$ cat config.mk
export PLATFORM = sky130hd
export DESIGN_NAME = jtag_seq_driver
export DESIGN_NICKNAME = d
export VERILOG_FILES = /design/src/rtl/jsd_pkg.sv /design/src/rtl/jsd_tck_gen.sv /design/src/rtl/jsd_tap_track.sv /design/src/rtl/jsd_tdo_cap.sv /design/src/rtl/jsd_cmd_seq.sv /design/src/rtl/jtag_seq_driver.sv
export SDC_FILE = /design/constraint.sdc
export NUM_CORES = 1
export LEC_CHECK = 0
export BUFFER_PORTS_ARGS = -buffer_cell sky130_fd_sc_hd__clkbuf_2
export CORE_UTILIZATION = 30
export DETAILED_ROUTE_END_ITERATION = 7
export MAX_ROUTING_LAYER = met4
export PLACE_DENSITY_LB_ADDON = 0.2
export SLEW_MARGIN = 20
export SYNTH_ARGS = -nofsm -noshare
export SYNTH_HDL_FRONTEND = slang
export SYNTH_SLANG_ARGS = --single-unit
$ cat constraint.sdc
create_clock -name clk -period 8.4 [get_ports clk]
set_input_delay 0.42 -clock clk [delete_from_list [all_inputs] [get_ports clk]]
set_output_delay 0.42 -clock clk [all_outputs]
set_load 0.05 [all_outputs]
$ cat src/rtl/jsd_pkg.sv
package jsd_pkg;

    typedef enum logic [1:0] {
        K_IR    = 2'd0,
        K_DR    = 2'd1,
        K_IDLE  = 2'd2,
        K_RESET = 2'd3
    } cmd_kind_e;

    typedef enum logic [3:0] {
        ST_TLR     = 4'd0,
        ST_RTI     = 4'd1,
        ST_SEL_DR  = 4'd2,
        ST_CAP_DR  = 4'd3,
        ST_SH_DR   = 4'd4,
        ST_EX1_DR  = 4'd5,
        ST_PAU_DR  = 4'd6,
        ST_EX2_DR  = 4'd7,
        ST_UPD_DR  = 4'd8,
        ST_SEL_IR  = 4'd9,
        ST_CAP_IR  = 4'd10,
        ST_SH_IR   = 4'd11,
        ST_EX1_IR  = 4'd12,
        ST_PAU_IR  = 4'd13,
        ST_EX2_IR  = 4'd14,
        ST_UPD_IR  = 4'd15
    } tap_state_e;

    // Standard 16-state controller transition on a TCK rising edge.
    function automatic tap_state_e tap_next(tap_state_e s, logic tms);
        tap_state_e n;
        n = ST_TLR;
        case (s)
            ST_TLR:    n = tms ? ST_TLR    : ST_RTI;
            ST_RTI:    n = tms ? ST_SEL_DR : ST_RTI;
            ST_SEL_DR: n = tms ? ST_SEL_IR : ST_CAP_DR;
            ST_CAP_DR: n = tms ? ST_EX1_DR : ST_SH_DR;
            ST_SH_DR:  n = tms ? ST_EX1_DR : ST_SH_DR;
            ST_EX1_DR: n = tms ? ST_UPD_DR : ST_PAU_DR;
            ST_PAU_DR: n = tms ? ST_EX2_DR : ST_PAU_DR;
            ST_EX2_DR: n = tms ? ST_UPD_DR : ST_SH_DR;
            ST_UPD_DR: n = tms ? ST_SEL_DR : ST_RTI;
            ST_SEL_IR: n = tms ? ST_TLR    : ST_CAP_IR;
            ST_CAP_IR: n = tms ? ST_EX1_IR : ST_SH_IR;
            ST_SH_IR:  n = tms ? ST_EX1_IR : ST_SH_IR;
            ST_EX1_IR: n = tms ? ST_UPD_IR : ST_PAU_IR;
            ST_PAU_IR: n = tms ? ST_EX2_IR : ST_PAU_IR;
            ST_EX2_IR: n = tms ? ST_UPD_IR : ST_SH_IR;
            ST_UPD_IR: n = tms ? ST_SEL_DR : ST_RTI;
            default:   n = ST_TLR;
        endcase
        return n;
    endfunction

    function automatic logic is_shift_target(tap_state_e s, cmd_kind_e k);
        return (k == K_IR && s == ST_SH_IR) || (k == K_DR && s == ST_SH_DR);
    endfunction

    function automatic logic is_update(tap_state_e s);
        return (s == ST_UPD_IR) || (s == ST_UPD_DR);
    endfunction

    // One-step lookahead: TMS value that moves toward the command's goal.
    // Update states route straight to Select-DR for shift commands.
    function automatic logic route_tms(tap_state_e s, cmd_kind_e k, logic last);
        logic t;
        t = 1'b1;
        case (s)
            ST_TLR:    t = 1'b0;
            ST_RTI:    t = (k == K_IDLE) ? 1'b0 : 1'b1;
            ST_SEL_DR: t = (k == K_DR) ? 1'b0 : 1'b1;
            ST_SEL_IR: t = (k == K_IR) ? 1'b0 : 1'b1;
            ST_CAP_DR: t = (k == K_DR) ? 1'b0 : 1'b1;
            ST_CAP_IR: t = (k == K_IR) ? 1'b0 : 1'b1;
            ST_SH_DR:  t = (k == K_DR) ? last : 1'b1;
            ST_SH_IR:  t = (k == K_IR) ? last : 1'b1;
            ST_UPD_DR,
            ST_UPD_IR: t = (k == K_IDLE) ? 1'b0 : 1'b1;
            default:   t = 1'b1;
        endcase
        return t;
    endfunction

endpackage

$ cat src/rtl/jsd_tck_gen.sv
module jsd_tck_gen #(
    parameter int TCK_HALF = 2,
    localparam int PH_W = $clog2(2 * TCK_HALF)
) (
    input  logic clk,
    input  logic rst,
    input  logic run,
    output logic tck,
    output logic load_stb,
    output logic rise_stb,
    output logic end_stb
);
    logic [PH_W-1:0] ph_q;
    logic            tck_q;

    localparam logic [PH_W-1:0] PH_RISE = PH_W'(TCK_HALF - 1);
    localparam logic [PH_W-1:0] PH_LAST = PH_W'(2 * TCK_HALF - 1);

    always_comb begin
        load_stb = run && (ph_q == '0);
        rise_stb = run && (ph_q == PH_RISE);
        end_stb  = run && (ph_q == PH_LAST);
    end

    always_ff @(posedge clk) begin
        if (rst || !run) begin
            ph_q  <= '0;
            tck_q <= 1'b0;
        end else begin
            ph_q <= (ph_q == PH_LAST) ? '0 : ph_q + PH_W'(1);
            if (ph_q == PH_RISE)      tck_q <= 1'b1;
            else if (ph_q == PH_LAST) tck_q <= 1'b0;
        end
    end

    assign tck = tck_q;

    initial begin
        assert (TCK_HALF >= 2) else $error("TCK_HALF must be at least 2");
    end
endmodule

$ cat src/rtl/jsd_tap_track.sv
module jsd_tap_track
    import jsd_pkg::*;
(
    input  logic       clk,
    input  logic       rst,
    input  logic       rise_stb,
    input  logic       tms,
    output tap_state_e state
);
    tap_state_e state_q;

    always_ff @(posedge clk) begin
        if (rst)           state_q <= ST_TLR;
        else if (rise_stb) state_q <= tap_next(state_q, tms);
    end

    assign state = state_q;
endmodule

$ cat src/rtl/jsd_tdo_cap.sv
module jsd_tdo_cap #(
    parameter int MAX_LEN = 72,
    localparam int LEN_W = $clog2(MAX_LEN + 1)
) (
    input  logic               clk,
    input  logic               rst,
    input  logic               clear,
    input  logic               shift_stb,
    input  logic               tdo,
    output logic [MAX_LEN-1:0] cap
);
    logic [MAX_LEN-1:0] cap_q;
    logic [LEN_W-1:0]   idx_q;

    always_ff @(posedge clk) begin
        if (rst || clear) begin
            cap_q <= '0;
            idx_q <= '0;
        end else if (shift_stb && idx_q < LEN_W'(MAX_LEN)) begin
            cap_q[idx_q] <= tdo;
            idx_q        <= idx_q + LEN_W'(1);
        end
    end

    assign cap = cap_q;
endmodule

$ cat src/rtl/jsd_cmd_seq.sv
module jsd_cmd_seq
    import jsd_pkg::*;
#(
    parameter int MAX_LEN    = 72,
    parameter int RESET_TCKS = 5,
    localparam int LEN_W = $clog2(MAX_LEN + 1)
) (
    input  logic               clk,
    input  logic               rst,
    input  logic               cmd_valid,
    input  logic [1:0]         cmd_kind,
    input  logic [LEN_W-1:0]   cmd_len,
    input  logic [MAX_LEN-1:0] cmd_data,
    output logic               cmd_ready,
    input  logic               load_stb,
    input  logic               rise_stb,
    input  logic               end_stb,
    input  tap_state_e         state,
    output logic               run,
    output logic               tms,
    output logic               tdi,
    output logic               accept,
    output logic               shift_stb,
    output logic               step_done,
    output logic               is_shift_cmd,
    output logic [LEN_W-1:0]   len_o
);
    localparam int RC_W = $clog2(RESET_TCKS + 1);

    logic               active_q, done_q, tms_q, tdi_q;
    cmd_kind_e          kind_q;
    logic [LEN_W-1:0]   len_q, cnt_q;
    logic [MAX_LEN-1:0] sh_q;
    logic [RC_W-1:0]    rcnt_q;
    logic               in_shift, last_bit, finish;
    tap_state_e         nxt;

    assign accept = cmd_valid && !active_q;

    always_comb begin
        in_shift = is_shift_target(state, kind_q);
        last_bit = (cnt_q == len_q - LEN_W'(1));
        nxt      = tap_next(state, tms_q);
        case (kind_q)
            K_IR:    finish = (nxt == ST_UPD_IR);
            K_DR:    finish = (nxt == ST_UPD_DR);
            K_IDLE:  finish = (nxt == ST_RTI);
            default: finish = (rcnt_q == RC_W'(RESET_TCKS - 1));
        endcase
    end

    always_ff @(posedge clk) begin
        if (rst) begin
            active_q <= 1'b0;
            done_q   <= 1'b0;
            tms_q    <= 1'b0;
            tdi_q    <= 1'b0;
            kind_q   <= K_IDLE;
            len_q    <= '0;
            cnt_q    <= '0;
            sh_q     <= '0;
            rcnt_q   <= '0;
        end else begin
            if (accept) begin
                active_q <= 1'b1;
                done_q   <= 1'b0;
                kind_q   <= cmd_kind_e'(cmd_kind);
                len_q    <= cmd_len;
                cnt_q    <= '0;
                rcnt_q   <= '0;
                // left-align the used field so the top bit leaves first
                sh_q     <= cmd_data << (MAX_LEN - int'(cmd_len));
            end
            if (load_stb) begin
                tms_q <= (kind_q == K_RESET) ? 1'b1 : route_tms(state, kind_q, last_bit);
                tdi_q <= in_shift ? sh_q[MAX_LEN-1] : 1'b0;
            end
            if (rise_stb) begin
                if (in_shift) begin
                    sh_q  <= sh_q << 1;
                    cnt_q <= cnt_q + LEN_W'(1);
                end
                if (kind_q == K_RESET) rcnt_q <= rcnt_q + RC_W'(1);
                if (finish) done_q <= 1'b1;
            end
            if (end_stb && done_q) begin
                active_q <= 1'b0;
                done_q   <= 1'b0;
            end
        end
    end

    assign cmd_ready    = !active_q;
    assign run          = active_q;
    assign tms          = tms_q;
    assign tdi          = tdi_q;
    assign shift_stb    = rise_stb && in_shift;
    assign step_done    = end_stb && done_q;
    assign is_shift_cmd = (kind_q == K_IR) || (kind_q == K_DR);
    assign len_o        = len_q;

    // input assumption on legal shift lengths
    assert_len_legal_R1: assert property (@(posedge clk) disable iff (rst)
        (cmd_valid && cmd_ready && cmd_kind[1] == 1'b0)
            |-> (cmd_len >= LEN_W'(1) && cmd_len <= LEN_W'(MAX_LEN)));

    // a shift command may step into Run-Test/Idle only from Test-Logic-Reset
    assert_idle_only_from_reset_R3: assert property (@(posedge clk) disable iff (rst)
        (rise_stb && is_shift_cmd && tap_next(state, tms_q) == ST_RTI) |-> (state == ST_TLR));

    // leaving an Update state during a shift command heads for Select-DR
    assert_update_exit_R3: assert property (@(posedge clk) disable iff (rst)
        (rise_stb && is_shift_cmd && is_update(state)) |-> tms_q);

    // TMS marks exactly the last shift bit
    assert_last_bit_tms_R5: assert property (@(posedge clk) disable iff (rst)
        shift_stb |-> (tms_q == (cnt_q == len_q - LEN_W'(1))));

    // every reset pulse carries TMS high
    assert_reset_tms_R8: assert property (@(posedge clk) disable iff (rst)
        (rise_stb && kind_q == K_RESET) |-> tms_q);
endmodule

$ cat src/rtl/jtag_seq_driver.sv
module jtag_seq_driver
    import jsd_pkg::*;
#(
    parameter int MAX_LEN    = 72,
    parameter int TCK_HALF   = 2,
    parameter int RESET_TCKS = 5,
    localparam int LEN_W = $clog2(MAX_LEN + 1)
) (
    input  logic               clk,
    input  logic               rst,
    input  logic               cmd_valid,
    output logic               cmd_ready,
    input  logic [1:0]         cmd_kind,
    input  logic [LEN_W-1:0]   cmd_len,
    input  logic [MAX_LEN-1:0] cmd_data,
    output logic               tck,
    output logic               tms,
    output logic               tdi,
    input  logic               tdo,
    output logic               res_valid,
    output logic [LEN_W-1:0]   res_len,
    output logic [MAX_LEN-1:0] res_data
);
    logic               run, load_stb, rise_stb, end_stb;
    logic               accept, shift_stb, step_done, is_shift_cmd;
    logic [LEN_W-1:0]   len_cur;
    logic [MAX_LEN-1:0] cap;
    tap_state_e         tap_state;

    logic               res_valid_q;
    logic [LEN_W-1:0]   res_len_q;
    logic [MAX_LEN-1:0] res_data_q;

    jsd_tck_gen #(.TCK_HALF(TCK_HALF)) u_tck (
        .clk(clk), .rst(rst), .run(run), .tck(tck),
        .load_stb(load_stb), .rise_stb(rise_stb), .end_stb(end_stb)
    );

    jsd_tap_track u_track (
        .clk(clk), .rst(rst), .rise_stb(rise_stb), .tms(tms), .state(tap_state)
    );

    jsd_cmd_seq #(.MAX_LEN(MAX_LEN), .RESET_TCKS(RESET_TCKS)) u_seq (
        .clk(clk), .rst(rst),
        .cmd_valid(cmd_valid), .cmd_kind(cmd_kind), .cmd_len(cmd_len),
        .cmd_data(cmd_data), .cmd_ready(cmd_ready),
        .load_stb(load_stb), .rise_stb(rise_stb), .end_stb(end_stb),
        .state(tap_state), .run(run), .tms(tms), .tdi(tdi),
        .accept(accept), .shift_stb(shift_stb), .step_done(step_done),
        .is_shift_cmd(is_shift_cmd), .len_o(len_cur)
    );

    jsd_tdo_cap #(.MAX_LEN(MAX_LEN)) u_cap (
        .clk(clk), .rst(rst), .clear(accept), .shift_stb(shift_stb),
        .tdo(tdo), .cap(cap)
    );

    always_ff @(posedge clk) begin
        if (rst) begin
            res_valid_q <= 1'b0;
            res_len_q   <= '0;
            res_data_q  <= '0;
        end else begin
            res_valid_q <= step_done && is_shift_cmd;
            if (step_done && is_shift_cmd) begin
                res_len_q  <= len_cur;
                res_data_q <= cap;
            end
        end
    end

    assign res_valid = res_valid_q;
    assign res_len   = res_len_q;
    assign res_data  = res_data_q;

    // pin values hold while TCK is high
    assert_pins_stable_R9: assert property (@(posedge clk) disable iff (rst)
        tck |-> ($stable(tms) && $stable(tdi)));

    // no clocking while no command is running
    assert_tck_idle_low_R9: assert property (@(posedge clk) disable iff (rst)
        cmd_ready |-> !tck);

    // a result lasts a single cycle and follows a running command
    assert_res_pulse_R6: assert property (@(posedge clk) disable iff (rst)
        res_valid |-> ($past(!cmd_ready) && cmd_ready));

    assert_res_single_R6: assert property (@(posedge clk) disable iff (rst)
        res_valid |=> !res_valid);
endmodule

Yosys cells after proc, flatten, opt, wreduce, memory -nomap -nowiden:

Cells that the tools add are included.

* $add $sub $neg: 6
* $lt $le $gt $ge: 3
* eq/ne operators: 25
* shift-type cells: 1
* mux-type cells: 39
* reduce and logical (&&, ||, !) cells: 27

Operator list (count)
* two-way mux 72 bit: 3
* bitwise mux 72 bit: 1
* left shift 72 x 32 -> 72 bit: 1
* one-hot mux 4 bit (12 select lines): 1
* equality test 4 bit (second input constant): 10
* two-way mux 7 bit: 3
* equality test 4 x 3 -> 1 bit (second input constant): 4
* two-way mux 1 bit: 16
* two-way mux 4 bit: 4
* two-way mux 3 bit: 5
* adder 7 x 1 -> 7 bit (second input constant): 2
* OR reduction 2 bit: 6
* logical AND 1 bit: 11
* equality test 4 x 1 -> 1 bit (second input constant): 2
* equality test 4 x 2 -> 1 bit (second input constant): 2
* < comparator 7 x 8 -> 1 bit (second input constant): 1
* subtractor 7 x 7 -> 8 bit (first input constant): 1
* demux 1 bit (select 7 bit): 1
* equality test 7 bit: 1
* greater-or-equal comparator 7 x 1 -> 1 bit (second input constant): 1
* < comparator 7 bit (second input constant): 1
* subtractor 7 x 1 -> 7 bit (second input constant): 1
* equality test 2 bit (second input constant): 3
* two-way mux 2 bit: 3
* other kinds (12): 17

* register bits: 261
* bits of input ports: 85
* word-level logic and storage cells: 118

Depth between registers and ports, before layout:

Gate-level depths: netlist (run 1).

* word-level depth: 7
* mapped depth: 17

By module:

Synthesis (run 1) repeated with hierarchy kept, for this count alone.

* cell total of the unflattened synthesis: 1881
* area total of the unflattened synthesis: 16918.7 um^2

Modules (own cells, without submodules)
* jsd_cmd_seq: times used 1, cells an instance 1058, area each 9287.7 um^2
* jtag_seq_driver: times used 1, cells an instance 364, area each 3580.9 um^2
* jsd_tdo_cap: times used 1, cells an instance 399, area each 3527.1 um^2
* jsd_tap_track: times used 1, cells an instance 43, area each 360.3 um^2
* jsd_tck_gen: times used 1, cells an instance 17, area each 162.7 um^2

Least setup slack after synthesis (run 1):

No wires, ideal clock.

* path type: input port to flip-flop
* start point: input cmd_len[0]
* end point: register u_seq.sh_q[66]
* library setup time: 79 ps
* arrival: 3731 ps
* required time: 8321 ps
* slack: 4590 ps
* stages: 11
* buffers on the path: 3
* path through: buf_4 clkinv_1 clkbuf_1 clkbuf_1 ha_1 xor2_1 mux4_2 o2111ai_1 a2bb2oi_1 or4b_1 a211oi_2

* longest elaborated chain between the ends: 5

RTL lines
* start: declaration: line jtag_seq_driver.sv:14 `input logic [LEN_W-1:0] cmd_len,`
* subtractor 7 x 7 -> 8 bit *: line jsd_cmd_seq.sv:72 `sh_q <= cmd_data << (MAX_LEN - int'(cmd_len));`
* left shift 72 x 32 -> 72 bit *: line jsd_cmd_seq.sv:72
* two-way mux 72 bit *: line jsd_cmd_seq.sv:64 `if (accept) begin`
* two-way mux 72 bit: line jsd_cmd_seq.sv:79 `if (in_shift) begin`
* two-way mux 72 bit *: line jsd_cmd_seq.sv:78 `if (rise_stb) begin`
* end signal: assignment: line jsd_cmd_seq.sv:72
* end signal: assignment: line jsd_cmd_seq.sv:80 `sh_q <= sh_q << 1;`
* end: declaration: line jsd_cmd_seq.sv:33 `logic [MAX_LEN-1:0] sh_q;`

Mark *: on every way between the ends. The rest lies on a longest branch, timed or not.
A chain may end at the register's enable or synchronous reset.

Worst setup path in the final report (run 1):

* start point: input cmd_len[0]
* end point: register u_seq.sh_q[56]

The elaborated chain is that of the path after synthesis.

==> results.py, run 1 <==
metrics = {
    "sta": {
        "min_period_ps": 4546,
        "max_freq_mhz": 220.0,
        "slew-limit-headroom": 0.2401,
        "final_max_slew_viol_count": 0,
        "post-route-period-util": 0.5412,
        "finalHoldViolations": 0,
        "skew_ps": 21.70,
        "rsz0062_at_grt": "no",
        "tns_ps": 0,
        "worstMarginPinSlew_ps": 1136,
        "setup_viol": 0,
    },
    "pwr": {
        "p_seq_frac": 0.371,
        "vdd_drop_max_uv": 114.1,
        "leakagePower_uw": 0.006754,
        "clkPwrFrac": 0.429,
        "p_int_uw": 2392,
        "p_sw_frac": 0.2972,
        "p_switching_uw": 1011,
        "comb_power_share": 0.200,
        "power_density_nw_per_um2": 183.4,
        "finalPower_uw": 3403,
    },
    "synthesis": {
        "synth_area_sq_um": 16140,
        "yosysSeqAreaShare": 0.3237,
        "syn_nets": 2080,
        "synth_flop_cell": "dfxtp_1",
        "synth-seq-cells": 261,
        "async_reset_ff_frac": 0,
        "syn_area_per_cell_sq_um": 8.144,
        "syn_inst": 1982,
        "yosysWarnings": 0,
        "synth_edf_count": 0,
        "yosysUniqueCellTypes": 83,
    },
    "layout": {
        "layout-drive-gt1-share": 0.1823,
        "final_cell_mix": "nand2_1, dfxtp_1, a21oi_1, clkbuf_2, nor2_1",
        "nets": 2131,
        "area_growth_pct": 14.95,
        "layout_commonest_cell": "nand2_1",
        "fill_cells": 5573,
    },
    "placement": {
        "place_hpwl_microns": 40850,
        "port_buffers": 168,
        "globalplace.congestion": 0.9566,
    },
    "setup_path": {
        "critPathLaunchType": "primary input",
        "crit_path_max_fanout": 46,
        "arrival_ps": 5040,
        "path_class": "in2reg",
        "crit_required_ps": 8890,
        "end_kind": "flip-flop",
    },
    "cts": {
        "cts_resized": 0,
        "cts_root_buf": "clkbuf_16",
        "cts.sinks": 261,
        "cts_setup_buffers": 0,
        "insertion_delay_ps": 590,
        "clockBufferDepth": 3,
        "cts_tree": "done",
        "ctsHoldBuffers": 0,
        "clk_pin_slew_ps": 60,
        "numCtsBuffers": 30,
        "htree_levels": 1,
    },
    "global_routing": {
        "first_global_vias": 14402,
        "grt_antenna_before_repair": 0,
        "overflow": 0,
        "grt_max_degree": 93,
        "grt_util_all_layers": 0.2104,
        "grt_pass1_wl_microns": 87660,
    },
    "detailed_routing": {
        "first_pass_iters": 7,
        "postRouteAntennaNets": 0,
        "drc_errors": 14,
        "num_vias": 15703,
        "vias_per_cell": 5.718,
        "routedWlPerCell_microns": 20.95,
        "drt_wl_total_microns": 57540,
        "drt_iter0_drc": 1537,
    },
    "floorplanning": {
        "start_util": 0.3053,
        "die_h_microns": 234.0,
        "die_w_microns": 234.0,
        "ios": 169,
        "fp.dieArea_sq_um": 54730,
        "rows": 84,
        "coreArea_sq_um": 52870,
    },
    "job": {
        "cap_violations": 0,
    },
    "hold_path": {
        "worstHoldPathType": "in2reg",
    },
    "status": {
        "outcome": "complete, but fails checks",
        "failed_checks": "design-rule violations",
    },
}
[path summary, 6_finish.rpt]
| kind | startpoint | to | slack (ps) | cells past startpoint |
|---|---|---|---|---|
| setup / recovery | cmd_len[0] | u_seq.sh_q[56] | 3850 | 11 |
| hold reg to reg | u_cap.cap[68] | res_data[68] | 450 | 2 |
| hold / removal | cmd_kind[0] | u_seq.kind_q[0] | 90 | 3 |
| setup reg to reg | u_track.state[2] | u_cap.cap[63] | 4630 | 8 |
[registers in the layout, indices dropped and copies added (netlist names), 2 cells and up]
| signal | cells |
|---|---|
| u_seq.sh_q | 72 |
| u_tck.ph_q | 2 |
| u_track.state | 4 |
| u_seq.len_o | 7 |
| u_seq.kind_q | 2 |
| res_len | 7 |
| u_seq.cnt_q | 7 |
| u_seq.rcnt_q | 3 |
| res_data | 72 |
| u_cap.cap | 72 |
| u_cap.idx_q | 7 |
[power groups by stage]
stage	clock network, uW	registers [uW]	logic, uW
3_3_place_gp	0	1290	665
2_1_floorplan	0	1280	447
5_1_grt	1540	1260	715
4_1_cts	1500	1260	667
3_5_place_dp	0	1290	665
6_report	1460	1260	680
[per-layer routing]
metal / vias to the layer above / routed length (microns) / track usage
li1: 7325 / - / -
met1: 7681 / 26990 / 0.3003
met2: 596 / 25020 / 0.3060
met3: 101 / 3816 / 0.02602
met4: 0 / 1710 / 0.06656
met5: - / 0 / -
[logic make-up (layout without fill, tap and decap cells)]
group,after synthesis,count (layout),share of synthesized area
AOI/OAI and AO/OA,502,502,0.2003
xor gates and xnor gates,25,25,0.01496
adders and majority gates,13,13,0.01008
buffers and inverters,202,277,0.05411
DFF,261,261,0.3237
muxes,214,214,0.1897
other,0,1,0
and+or+nand+nor,765,765,0.2071
[critical path, stage by stage]
cell	delay [ps]
buf_4	560
clkinv_1	150
buf_4	280
ha_4	240
nor2b_1	150
o21a_1	220
xnor2_1	600
nand3_1	930
nor2_1	980
a221oi_1	200
a311oi_1	280
[synth_stat cells (29+ instances only)]
cell / instances / area [sq um]
nand2_1: 383 / 1438
dfxtp_1: 261 / 5225
a21oi_1: 221 / 1106
nor2_1: 165 / 619.3
mux2i_1: 127 / 1271
clkbuf_1: 123 / 461.7
mux4_2: 72 / 1622
o21ai_0: 70 / 350.3
nand3_1: 65 / 325.3
nor3_1: 48 / 240.2
a221oi_1: 44 / 385.4
buf_2: 29 / 145.1
[cell type report]
| class | instances | area [sq um] | area share |
|---|---|---|---|
| repair buffers | 200 | 1106 | 0.05961 |
| flip-flops and latches | 261 | 5225 | 0.2816 |
| clock inverters | 18 | 309.0 | 0.01666 |
| well taps | 688 | 860.8 | 0.04640 |
| clock buffers | 38 | 800.8 | 0.04316 |
| multi-input cells | 1519 | 10170 | 0.5482 |
| inverters | 21 | 78.83 | 0.004248 |
| diodes | 1 | 2.502 | 0.0001349 |
[through the flow]
stage / worst slack, ps / hold WS (ps) / util / cells / instance area, sq um
after floorplan: 4590 / 428.5 / - / 1982 / 16140
after global placement: 3413 / 441.7 / 0.3295 / 2688 / 17420
after detailed placement: 3324 / 447.2 / 0.3298 / 2689 / 17440
after CTS: 3945 / 69.15 / 0.3508 / 2745 / 18550
after global routing: 3623 / 103.9 / 0.3509 / 2745 / 18550
final: 3854 / 92.82 / 0.3510 / 2746 / 18550
Power figures use the tool's default switching activity.
==> inputs of run 2 (changes only) <==
==> constraint.sdc (replaced) <==
create_clock -name clk -period 4.26 [get_ports clk]
set_input_delay 0.213 -clock clk [delete_from_list [all_inputs] [get_ports clk]]
set_output_delay 0.213 -clock clk [all_outputs]
set_load 0.05 [all_outputs]
==> run 2 against run 1 <==
The flow still finishes with violations (design-rule violations). Count of clock-buffer cells in the layout increased by 3. Via count shrank 0.94%. Worst setup slack got worse by 3200 ps. Largest cell class unchanged.
==> results.py, run 2 (synthesis gave the netlist of run 1 again) <==
metrics = {
    "sta": {
        "slew-limit-headroom": 0.2775,
        "final_max_slew_viol_count": 0,
        "post-route-period-util": 0.8541,
        "fin_hold_ws_ps": 14.58,
        "min_period_ps": 3638,
        "skew_ps": 16.10,
        "worstMarginPinSlew_ps": 1080,
        "max_freq_mhz": 274.9,
        "tns_ps": 0,
        "rsz0062_at_grt": "no",
        "setup_viol": 0,
        "finalHoldViolations": 0,
    },
    "placement": {
        "place_area_sq_um": 17570,
        "place_hpwl_microns": 42300,
        "place_inst": 2703,
        "port_buffers": 168,
        "globalplace.congestion": 0.9468,
    },
    "floorplanning": {
        "start_util": 0.3053,
        "die_w_microns": 234.0,
        "ios": 169,
        "rows": 84,
        "die_h_microns": 234.0,
        "fp.dieArea_sq_um": 54730,
        "coreArea_sq_um": 52870,
    },
    "cts": {
        "insertion_delay_ps": 580,
        "cts_resized": 0,
        "cts_tree": "done",
        "ctsHoldBuffers": 3,
        "clk_pin_slew_ps": 60,
        "numCtsBuffers": 30,
        "cts_setup_buffers": 0,
        "clockBufferDepth": 3,
        "htree_levels": 1,
        "cts_root_buf": "clkbuf_16",
        "cts.sinks": 261,
    },
    "layout": {
        "layout_commonest_cell": "nand2_1",
        "final_cell_mix": "nand2_1, dfxtp_1, a21oi_1, clkbuf_2, nor2_1",
        "final_area_sq_um": 18550,
        "nets": 2148,
        "area_growth_pct": 14.92,
        "multi_input_area_sq_um": 10140,
        "fill_cells": 5606,
        "layout-drive-gt1-share": 0.1831,
        "seqCellArea_sq_um": 5225,
        "fin_cells": 2754,
    },
    "detailed_routing": {
        "drt_iter0_drc": 1084,
        "num_vias": 15555,
        "routedWlPerCell_microns": 21.12,
        "first_pass_iters": 8,
        "postRouteAntennaNets": 0,
        "vias_per_cell": 5.648,
        "drt_wl_total_microns": 58170,
        "drc_errors": 6,
    },
    "pwr": {
        "p_int_uw": 4438,
        "leakagePower_uw": 0.006770,
        "p_seq_frac": 0.391,
        "clkPwrFrac": 0.397,
        "comb_power_share": 0.212,
        "p_sw_frac": 0.3030,
        "power_density_nw_per_um2": 343.2,
        "vdd_drop_max_uv": 250.5,
        "finalPower_uw": 6366,
        "p_switching_uw": 1929,
    },
    "hold_path": {
        "hold_depth": 3,
        "worst_hold_startpoint": "cmd_len[5]",
        "min_to": "u_seq.len_o[5]",
        "worstHoldPathType": "in2reg",
    },
    "setup_path": {
        "worstRegToRegCells": 6,
        "r2r-end": "u_seq.sh_q[53]",
        "r2r_slack_ps": 620,
        "crit_path_max_fanout": 38,
        "path_class": "reg2reg",
        "worst_r2r_startpoint": "u_track.state[2]",
        "end_kind": "flip-flop",
        "arrival_ps": 4070,
        "critPathLaunchType": "flip-flop",
        "crit_required_ps": 4690,
    },
    "job": {
        "cap_violations": 0,
    },
    "global_routing": {
        "grt_max_degree": 93,
        "grt_antenna_before_repair": 1,
        "grt_pass1_wl_microns": 89500,
        "first_global_vias": 14692,
        "overflow": 0,
        "grt_util_all_layers": 0.2155,
    },
    "status": {
        "failed_checks": "design-rule violations",
        "outcome": "complete, but fails checks",
    },
}
## run 2: per-stage QoR
stage	worst slack, ps	utilization
3_3_place_gp	684.7	0.3323
3_5_place_dp	671.5	0.3323
2_1_floorplan	657.0	-
4_1_cts	646.7	0.3507
6_report	621.7	0.3509
5_1_grt	457.9	0.3509
## run 2: worst max-delay path, stage by stage, from the launching register on
cell	delay [ps]
dfxtp_1	700
and4b_1	270
a22oi_1	520
nand2b_2	850
o21ai_0	420
a221oi_1	560
o22ai_1	160
## run 2: how the worst max path moves through the flow
| stage | end | from |
|---|---|---|
| after floorplan | u_seq.sh_q[66] | cmd_len[0] |
| after CTS | u_seq.sh_q[53] | u_track.state[2] |
| after global routing | u_seq.sh_q[53] | u_track.state[2] |
| after detailed placement | u_seq.sh_q[53] | u_track.state[2] |
| after global placement | u_seq.sh_q[53] | u_track.state[2] |
| final | u_seq.sh_q[53] | u_track.state[2] |
## run 2: layer usage
metal / wire (microns) / track usage / vias to the layer above / part of all wire
met5: 0 / - / - / 0
met4: 1752 / 0.06920 / 0 / 0.030
met3: 3657 / 0.02420 / 92 / 0.063
met2: 25550 / 0.3181 / 561 / 0.44
met1: 27210 / 0.3049 / 7544 / 0.47
li1: - / - / 7358 / -
## run 2: power by group through the flow
stage          combinational [uW]  clock [uW]  sequential [uW]
2_1_floorplan                 882           0             2530
3_3_place_gp                 1330           0             2540
5_1_grt                      1430        2690             2490
3_5_place_dp                 1320           0             2540
4_1_cts                      1330        2600             2490
6_report                     1350        2530             2490
## run 2: cell type report
cell class / count / area share
timing repair buffer: 217 / 0.06988
inverter: 21 / 0.004250
clock inverter: 6 / 0.005868
sequential: 261 / 0.2817
clock buffer: 41 / 0.04486
multi-input combinational: 1519 / 0.5469
antenna: 1 / 0.0001349
tap: 688 / 0.04641
